<file path="src/rtl/ifetch_pkg.sv">
package ifetch_pkg;

  typedef enum logic [2:0] {
    ST_IDLE   = 3'd0,
    ST_RUN    = 3'd1,
    ST_BLOCK  = 3'd2,
    ST_SQUASH = 3'd3,
    ST_MISS   = 3'd4,
    ST_MDONE  = 3'd5
  } fetchState_e;

  // strobes from control to datapath
  typedef struct packed {
    logic redirect;  // load PC from a redirect address
    logic useDec;    // redirect source is decode, else commit
    logic deliver;   // latch a fetch group and advance
  } fetchCtl_t;

endpackage

</file>
<file path="src/rtl/ifetch_fsm.sv">
module ifetch_fsm
  import ifetch_pkg::*;
(
  input  logic        clk,
  input  logic        rstN,
  input  logic        start,
  input  logic        cmtSquash,
  input  logic        decSquash,
  input  logic        robSquashing,
  input  logic        anyStall,
  input  logic        icHit,
  input  logic        icFault,
  input  logic        icMissDone,
  output fetchCtl_t   ctl,
  output logic        lookup,
  output fetchState_e state,
  output logic        trapReq
);

  fetchState_e stateNxt;
  logic        trapNxt;

  always_comb begin
    stateNxt = state;
    ctl      = '0;
    lookup   = 1'b0;
    trapNxt  = 1'b0;
    unique case (state)
      ST_IDLE: begin
        if (start) stateNxt = ST_RUN;
      end
      ST_RUN, ST_MDONE: begin
        if (cmtSquash) begin
          ctl.redirect = 1'b1;
          stateNxt     = ST_SQUASH;
        end else if (decSquash) begin
          ctl.redirect = 1'b1;
          ctl.useDec   = 1'b1;
          stateNxt     = ST_SQUASH;
        end else if (robSquashing) begin
          stateNxt = ST_SQUASH;
        end else if (anyStall) begin
          stateNxt = ST_BLOCK;
        end else begin
          lookup = 1'b1;
          if (state == ST_MDONE) begin
            ctl.deliver = 1'b1;
            stateNxt    = ST_RUN;
          end else if (icFault) begin
            trapNxt  = 1'b1;
            stateNxt = ST_BLOCK;
          end else if (!icHit) begin
            stateNxt = ST_MISS;
          end else begin
            ctl.deliver = 1'b1;
          end
        end
      end
      ST_BLOCK: begin
        stateNxt = anyStall ? ST_BLOCK : ST_RUN;
        if (cmtSquash) begin
          ctl.redirect = 1'b1;
          stateNxt     = ST_SQUASH;
        end else if (decSquash) begin
          ctl.redirect = 1'b1;
          ctl.useDec   = 1'b1;
          stateNxt     = ST_SQUASH;
        end else if (robSquashing) begin
          stateNxt = ST_SQUASH;
        end
      end
      ST_SQUASH: begin
        if (cmtSquash) begin
          ctl.redirect = 1'b1;
        end else if (!robSquashing) begin
          stateNxt = ST_RUN;
        end
      end
      ST_MISS: begin
        if (icMissDone) stateNxt = ST_MDONE;
      end
      default: stateNxt = ST_IDLE;
    endcase
  end

  always_ff @(posedge clk or negedge rstN) begin
    if (!rstN) begin
      state   <= ST_IDLE;
      trapReq <= 1'b0;
    end else begin
      state   <= stateNxt;
      trapReq <= trapNxt;
    end
  end


  cmt_squash_enter_chk: assert property (@(posedge clk) disable iff (!rstN)
    (state == ST_RUN && cmtSquash) |=> (state == ST_SQUASH));


  squash_hold_chk: assert property (@(posedge clk) disable iff (!rstN)
    (state == ST_SQUASH && robSquashing) |=> (state == ST_SQUASH));


  miss_wait_chk: assert property (@(posedge clk) disable iff (!rstN)
    (state == ST_MISS && !icMissDone) |=> (state == ST_MISS));


  trap_blocked_chk: assert property (@(posedge clk) disable iff (!rstN)
    trapReq |-> (state == ST_BLOCK));


  trap_pulse_chk: assert property (@(posedge clk) disable iff (!rstN)
    trapReq |=> !trapReq);


  idle_wait_chk: assert property (@(posedge clk) disable iff (!rstN)
    (state == ST_IDLE && !start) |=> (state == ST_IDLE));

endmodule

</file>
<file path="src/rtl/ifetch_path.sv">
module ifetch_path
  import ifetch_pkg::*;
#(
  parameter int          AW         = 32,
  parameter int          FW         = 4,
  parameter int          LINE_BYTES = 64,
  parameter int          SEQW       = 16,
  parameter logic [AW-1:0] RESET_PC = 32'h100
) (
  input  logic                    clk,
  input  logic                    rstN,
  input  fetchCtl_t               ctl,
  input  logic [AW-1:0]           cmtRedirect,
  input  logic [AW-1:0]           decRedirect,
  input  logic [LINE_BYTES*8-1:0] icLine,
  output logic [FW-1:0]           grpValid,
  output logic [FW*AW-1:0]        grpPc,
  output logic [FW*AW-1:0]        grpNextPc,
  output logic [FW*32-1:0]        grpInst,
  output logic [FW*SEQW-1:0]      grpSeq,
  output logic [AW-1:0]           fetchPc,
  output logic [AW-1:0]           fetchNextPc
);

  localparam int INST_BYTES = 4;
  localparam int SH         = $clog2(INST_BYTES);
  localparam int WPL        = LINE_BYTES / INST_BYTES;
  localparam int OFFW       = $clog2(LINE_BYTES);
  localparam int IDXW       = $clog2(WPL);
  localparam int RW         = IDXW + 1;

  logic [AW-1:0]   pcQ, npcQ;
  logic [SEQW-1:0] seqQ;
  logic [IDXW-1:0] wordIdx;
  logic [RW-1:0]   remain;
  logic [RW-1:0]   grpLen;
  logic [AW-1:0]   redirAddr;
  logic [AW-1:0]   advPc;

  assign wordIdx   = pcQ[OFFW-1:SH];
  assign remain    = RW'(WPL) - {1'b0, wordIdx};
  assign grpLen    = (remain < RW'(FW)) ? remain : RW'(FW);
  assign redirAddr = ctl.useDec ? decRedirect : cmtRedirect;
  assign advPc     = pcQ + (AW'(grpLen) << SH);

  always_ff @(posedge clk or negedge rstN) begin
    if (!rstN) begin
      pcQ  <= RESET_PC;
      npcQ <= RESET_PC + AW'(INST_BYTES);
      seqQ <= '0;
    end else if (ctl.redirect) begin
      pcQ  <= redirAddr;
      npcQ <= redirAddr + AW'(INST_BYTES);
    end else if (ctl.deliver) begin
      pcQ  <= advPc;
      npcQ <= advPc + AW'(INST_BYTES);
      seqQ <= seqQ + SEQW'(grpLen);
    end
  end

  assign fetchPc     = pcQ;
  assign fetchNextPc = npcQ;

  for (genvar i = 0; i < FW; i++) begin : g_slot
    logic [IDXW-1:0] wIdx;
    logic            vQ;
    logic [AW-1:0]   pcS, npcS;
    logic [31:0]     instS;
    logic [SEQW-1:0] seqS;

    assign wIdx = wordIdx + IDXW'(i);

    always_ff @(posedge clk or negedge rstN) begin
      if (!rstN) begin
        vQ    <= 1'b0;
        pcS   <= '0;
        npcS  <= '0;
        instS <= '0;
        seqS  <= '0;
      end else begin
        vQ <= ctl.deliver && (RW'(i) < grpLen);
        if (ctl.deliver) begin
          pcS   <= pcQ + AW'(i * INST_BYTES);
          npcS  <= pcQ + AW'((i + 1) * INST_BYTES);
          instS <= icLine[wIdx*32 +: 32];
          seqS  <= seqQ + SEQW'(i);
        end
      end
    end

    assign grpValid[i]               = vQ;
    assign grpPc[i*AW +: AW]         = pcS;
    assign grpNextPc[i*AW +: AW]     = npcS;
    assign grpInst[i*32 +: 32]       = instS;
    assign grpSeq[i*SEQW +: SEQW]    = seqS;

    if (i > 0) begin : g_thermo

      valid_thermo_chk: assert property (@(posedge clk) disable iff (!rstN)
        vQ |-> g_slot[i-1].vQ);
    end
  end


  line_stay_chk: assert property (@(posedge clk) disable iff (!rstN)
    ctl.deliver |=> ((pcQ[AW-1:OFFW] == $past(pcQ[AW-1:OFFW])) ||
                     (pcQ[OFFW-1:0] == '0)));


  seq_step_chk: assert property (@(posedge clk) disable iff (!rstN)
    ctl.deliver |=> (seqQ != $past(seqQ)) &&
                    ((seqQ - $past(seqQ)) <= SEQW'(FW)));


  seq_hold_chk: assert property (@(posedge clk) disable iff (!rstN)
    !ctl.deliver |=> $stable(seqQ));

endmodule

</file>
<file path="src/rtl/ifetch_ctrl.sv">
module ifetch_ctrl
  import ifetch_pkg::*;
#(
  parameter int          AW         = 32,
  parameter int          FW         = 4,
  parameter int          LINE_BYTES = 64,
  parameter int          SEQW       = 16,
  parameter logic [AW-1:0] RESET_PC = 32'h100
) (
  input  logic                    clk,
  input  logic                    rstN,
  input  logic                    start,
  input  logic                    cmtSquash,
  input  logic [AW-1:0]           cmtRedirect,
  input  logic                    decSquash,
  input  logic [AW-1:0]           decRedirect,
  input  logic                    robSquashing,
  input  logic                    stallDecode,
  input  logic                    stallRename,
  input  logic                    stallExecute,
  input  logic                    stallCommit,
  output logic                    icReqValid,
  output logic [AW-1:0]           icReqAddr,
  input  logic                    icHit,
  input  logic                    icFault,
  input  logic [LINE_BYTES*8-1:0] icLine,
  input  logic                    icMissDone,
  output logic [FW-1:0]           grpValid,
  output logic [FW*AW-1:0]        grpPc,
  output logic [FW*AW-1:0]        grpNextPc,
  output logic [FW*32-1:0]        grpInst,
  output logic [FW*SEQW-1:0]      grpSeq,
  output logic [AW-1:0]           fetchPc,
  output logic [AW-1:0]           fetchNextPc,
  output logic                    trapReq,
  output logic [2:0]              ctlState
);

  fetchCtl_t   ctl;
  fetchState_e state;
  logic        anyStall;
  logic        lookup;

  assign anyStall = stallDecode | stallRename | stallExecute | stallCommit;

  ifetch_fsm u_fsm (
    .clk          (clk),
    .rstN         (rstN),
    .start        (start),
    .cmtSquash    (cmtSquash),
    .decSquash    (decSquash),
    .robSquashing (robSquashing),
    .anyStall     (anyStall),
    .icHit        (icHit),
    .icFault      (icFault),
    .icMissDone   (icMissDone),
    .ctl          (ctl),
    .lookup       (lookup),
    .state        (state),
    .trapReq      (trapReq)
  );

  ifetch_path #(
    .AW         (AW),
    .FW         (FW),
    .LINE_BYTES (LINE_BYTES),
    .SEQW       (SEQW),
    .RESET_PC   (RESET_PC)
  ) u_path (
    .clk         (clk),
    .rstN        (rstN),
    .ctl         (ctl),
    .cmtRedirect (cmtRedirect),
    .decRedirect (decRedirect),
    .icLine      (icLine),
    .grpValid    (grpValid),
    .grpPc       (grpPc),
    .grpNextPc   (grpNextPc),
    .grpInst     (grpInst),
    .grpSeq      (grpSeq),
    .fetchPc     (fetchPc),
    .fetchNextPc (fetchNextPc)
  );

  assign icReqValid = lookup;
  assign icReqAddr  = fetchPc;
  assign ctlState   = state;


  stall_hold_pc_chk: assert property (@(posedge clk) disable iff (!rstN)
    (state == ST_RUN && anyStall && !cmtSquash && !decSquash && !robSquashing)
      |=> (ctlState == 3'd2) && $stable(fetchPc) && (grpValid == '0));


  deliver_after_hit_chk: assert property (@(posedge clk) disable iff (!rstN)
    (state == ST_RUN && icReqValid && icHit && !icFault) |=> grpValid[0]);

endmodule

</file>
<file path="config.mk">
export PLATFORM = sky130hd
export DESIGN_NAME = ifetch_ctrl
export DESIGN_NICKNAME = d
export VERILOG_FILES = /design/src/rtl/ifetch_pkg.sv /design/src/rtl/ifetch_fsm.sv /design/src/rtl/ifetch_path.sv /design/src/rtl/ifetch_ctrl.sv
export SDC_FILE = /design/constraint.sdc
export NUM_CORES = 2
export LEC_CHECK = 0
export ABC_AREA = 1
export BUFFER_PORTS_ARGS = -buffer_cell sky130_fd_sc_hd__buf_2
export CELL_PAD_IN_SITES_DETAIL_PLACEMENT = 0
export CELL_PAD_IN_SITES_GLOBAL_PLACEMENT = 1
export CORE_AREA = 4 4 445 447
export DETAILED_ROUTE_END_ITERATION = 16
export DIE_AREA = 0 0 449 451
export PLACE_DENSITY = 0.47
export RECOVER_POWER = 25
export SLEW_MARGIN = 25
export SYNTH_ARGS = -nofsm -noshare
export SYNTH_HDL_FRONTEND = slang
export SYNTH_SLANG_ARGS = --single-unit
</file>
<file path="constraint.sdc">
create_clock -name clk -period 7.5 [get_ports clk]
set_input_delay 1.125 -clock clk [delete_from_list [all_inputs] [get_ports clk]]
set_output_delay 1.125 -clock clk [all_outputs]
set_load 0.02 [all_outputs]
</file>
==> impl_metrics.tcl <==
set metrics [dict create \
    status "complete, but fails checks" \
    failed_checks "capacitance limit, slew limit" \
    setup.worst_path.start_class "register" \
    first_pass_iters 6 \
    grt_pass1_vias 41400 \
    vias 46300 \
    power_w 0.0193 \
    initialDrtViolationCount 6134 \
    die_h_um 451 \
    nets 7142 \
    h-tree-depth 3 \
    end_kind "register" \
    slew-limit-headroom_pct -178 \
    cts_buffers 67 \
    timing.final.crit_share_pct 68.1 \
    p_leak_nw 24.0 \
    hold_viol_final 0 \
    synthTopCellsByArea "dfrtp_1 29%, nand2_1 20%, o21ai_0 12%, nor2_1 5.9%, o221ai_1 4.9%" \
    worstPathRequired_ns 8.07 \
    wl_mm 307 \
    worst-setup-path-type "reg -> reg" \
    whs_ns 0.471 \
    die_area_mm2 0.202 \
    syn_inst 5832 \
    ant_nets 0 \
    layout_commonest_cell "nand2_1" \
    yosys.area_share.simple_pct 31.7 \
    ctsHoldBuffers 0 \
    cp_max_fo 52 \
    hold_path_class "reg -> reg" \
    clk-insertion-delay-late_ns 0.71 \
    slew_viol_final 52 \
    ys_seq_elements 426 \
    cts.sinks 426 \
    rsz0062_at_grt "no" \
    grt_first_pass_wirelength_mm 401 \
    setup_viol 0 \
    avgRoutedWirePerCell_um 33.4 \
    synth_area_per_cell_um2 6.20 \
    cts_tree "yes" \
    synth_adder_area_share_pct 0.747 \
    yosys-mux-area-fraction_pct 1.28 \
    syn_to_final_growth_pct 26.0 \
    antenna_found_initial 224 \
    async_reset_ff_share_pct 100 \
    dp_cells 9005 \
    die-width_um 449 \
    cts_setup_buffers 0 \
    clockBufferDepth 3 \
    ys_seq_area_share_pct 29.5 \
    cts_resized 0 \
    mostFrequentLayoutCells "1,974 x nand2_1, 1,139 x buf_2, 877 x o21ai_0, 569 x nor2_1, 419 x dfrtp_1" \
    ys.flop_type "dfrtp_1" \
    ir_drop_mv 0.377 \
    overflow 0 \
    stdcell_count 9207 \
    place_hpwl_mm 244 \
    fp.coreArea_mm2 0.194 \
    drc_errors 0 \
    yosysWarnings 0 \
    drv_cap 1 \
    min_period_ns 5.11 \
    start_util_pct 18.6 \
    synth_top_family_by_area "simple AND/OR/NAND/NOR gates" \
    synth_top_area_share_pct 29.3 \
    placementRows 162 \
    track_usage_pct 28.9 \
    setup_slack_ns 2.39 \
    p_per_area_mw_per_mm2 424 \
    cts_root_buf "clkbuf_16" \
    finalClockSkew_ns 0.0464 \
    fmax_ghz 0.196 \
    setup-tns-final_ns 0 \
    io_buffer_count 1141 \
    yosys.area.top_type "dfrtp_1" \
    drt-vias-per-instance 5.03 \
    drive_gt1_share_pct 21.6 \
    num_io_pins 1142 \
    pre_cts_slack_ns 2.39 \
    grt_max_degree 188 \
    tightest_slew_ns 4.17 \
    yosys.cell_types.count 61 \
    synth-compound-area-share_pct 21.7 \
    synth_area_mm2 0.0362 \
    synth_edf_count 0 \
    gp_congestion 0.998 \
    path_clk_slew_ns 0.06 \
    arrival_ns 5.68 \
    yosys.area_share.xor_xnor_pct 3.20 \
]
-- worst max-delay path, cell delays in order, from the launching register on --
cell      delay [ns]
dfrtp_4         0.74
clkinv_4        0.59
nand2_2         0.26
nand2_4         0.22
inv_2           0.62
nor2_4          0.16
o21ai_0         0.21
ha_1            0.17
inv_1           0.07
nand2_4         0.09
nand2_2         0.06
nand2_2         0.16
nand2_1         0.10
nand2_1         0.11
nand2_1         0.05
nand2_1         0.07
nand2_1         0.06
nand2_1         0.17
nand2_1         0.12
nor2_2          0.18
nand2_1         0.07
nor2_1          0.33
nand2_1         0.10
nand2_1         0.06
nand2_1         0.05
nand2_1         0.06
nand2_1         0.05
-- final timing paths --
kind                              startpoint                         to  slack [ns]  cells after the start
max in group asynchronous               rstN          u_path.fetchPc[5]        2.66                      1
min in group asynchronous               rstN  u_path.g_slot[0].instS[6]        1.88                      1
hold / removal               u_path.seqQ[15]            u_path.seqQ[15]        0.47                      1
hold reg to reg              u_path.seqQ[15]            u_path.seqQ[15]        0.47                      1
setup / recovery           u_path.fetchPc[4]     u_path.fetchNextPc[31]        2.39                     26
setup reg to reg           u_path.fetchPc[4]     u_path.fetchNextPc[31]        2.39                     26
-- metrics by stage --
step	util (%)	area (um^2)
after floorplan	-	36200
final	23.5	45500
after global routing	23.4	45500
after CTS	23.4	45400
after global placement	22.2	43100
after detailed placement	22.2	43100
-- sequential cells by signal (all words and copies together) (netlist names) --
| name | cells |
|---|---|
| u_path.g_slot.vQ | 4 |
| u_path.g_slot.seqS | 62 |
| u_path.g_slot.instS | 128 |
| u_path.fetchPc | 32 |
| u_fsm.state | 3 |
| u_path.g_slot.pcS | 91 |
| u_path.seqQ | 16 |
| u_path.g_slot.npcS | 57 |
| u_path.fetchNextPc | 32 |
| u_fsm.trapReq | 1 |
-- per-layer routing --
layer  vias to the layer above  routed length (um)  global-route usage, %
met5                         -                 138                      0
met4                        22               14300                   12.1
met3                       515               25500                   6.84
met2                      2631              129000                   42.4
met1                     22700              138000                   40.3
li1                      20400                   -                      -
-- cells by family (layout without fill, tap and decap cells) --
family | Yosys count | count (layout)
AO/OA/AOI/OAI | 1345 | 1345
XOR/XNOR | 132 | 132
adder cells (fa/ha/maj) | 21 | 21
buffers and inverters | 979 | 1730
flip-flops | 426 | 426
multiplexers | 46 | 46
other | 1 | 83
AND/OR/NAND/NOR | 2882 | 2882
-- Yosys cell counts (all sizes together), types with 14 or more instances --
master and instances:
o211ai 47, nand3 240, inv 398, dfrtp 423, nand2 1999, mux2i 45, nor3 30, a31oi 14
o22ai 37, a21oi 117, o221ai 202, clkbuf 379, o311ai 14, buf 199, xor2 122, nor2 592
ha 20, o21ai 884
-- where the power goes --
group / internal, W / switching [W] / leakage (nW)
sequential: 0.00260 / 0.000653 / 5.77
clock: 0.00200 / 0.00142 / 1.12
combinational: 0.00307 / 0.00958 / 17.1
-- area by class of cell --
type                            instances  area (um^2)
Fill cell                           22200       149000
Multi-Input combinational cell       4430        21300
Sequential cell                       426        10700
Timing Repair Buffer                 1206         6330
Tap cell                             2542         3180
Clock buffer                           95         1900
Inverter                              401         1540
Clock inverter                         28          383
Antenna cell                           79          198
No activity file was read; power rests on OpenSTA's default activity.
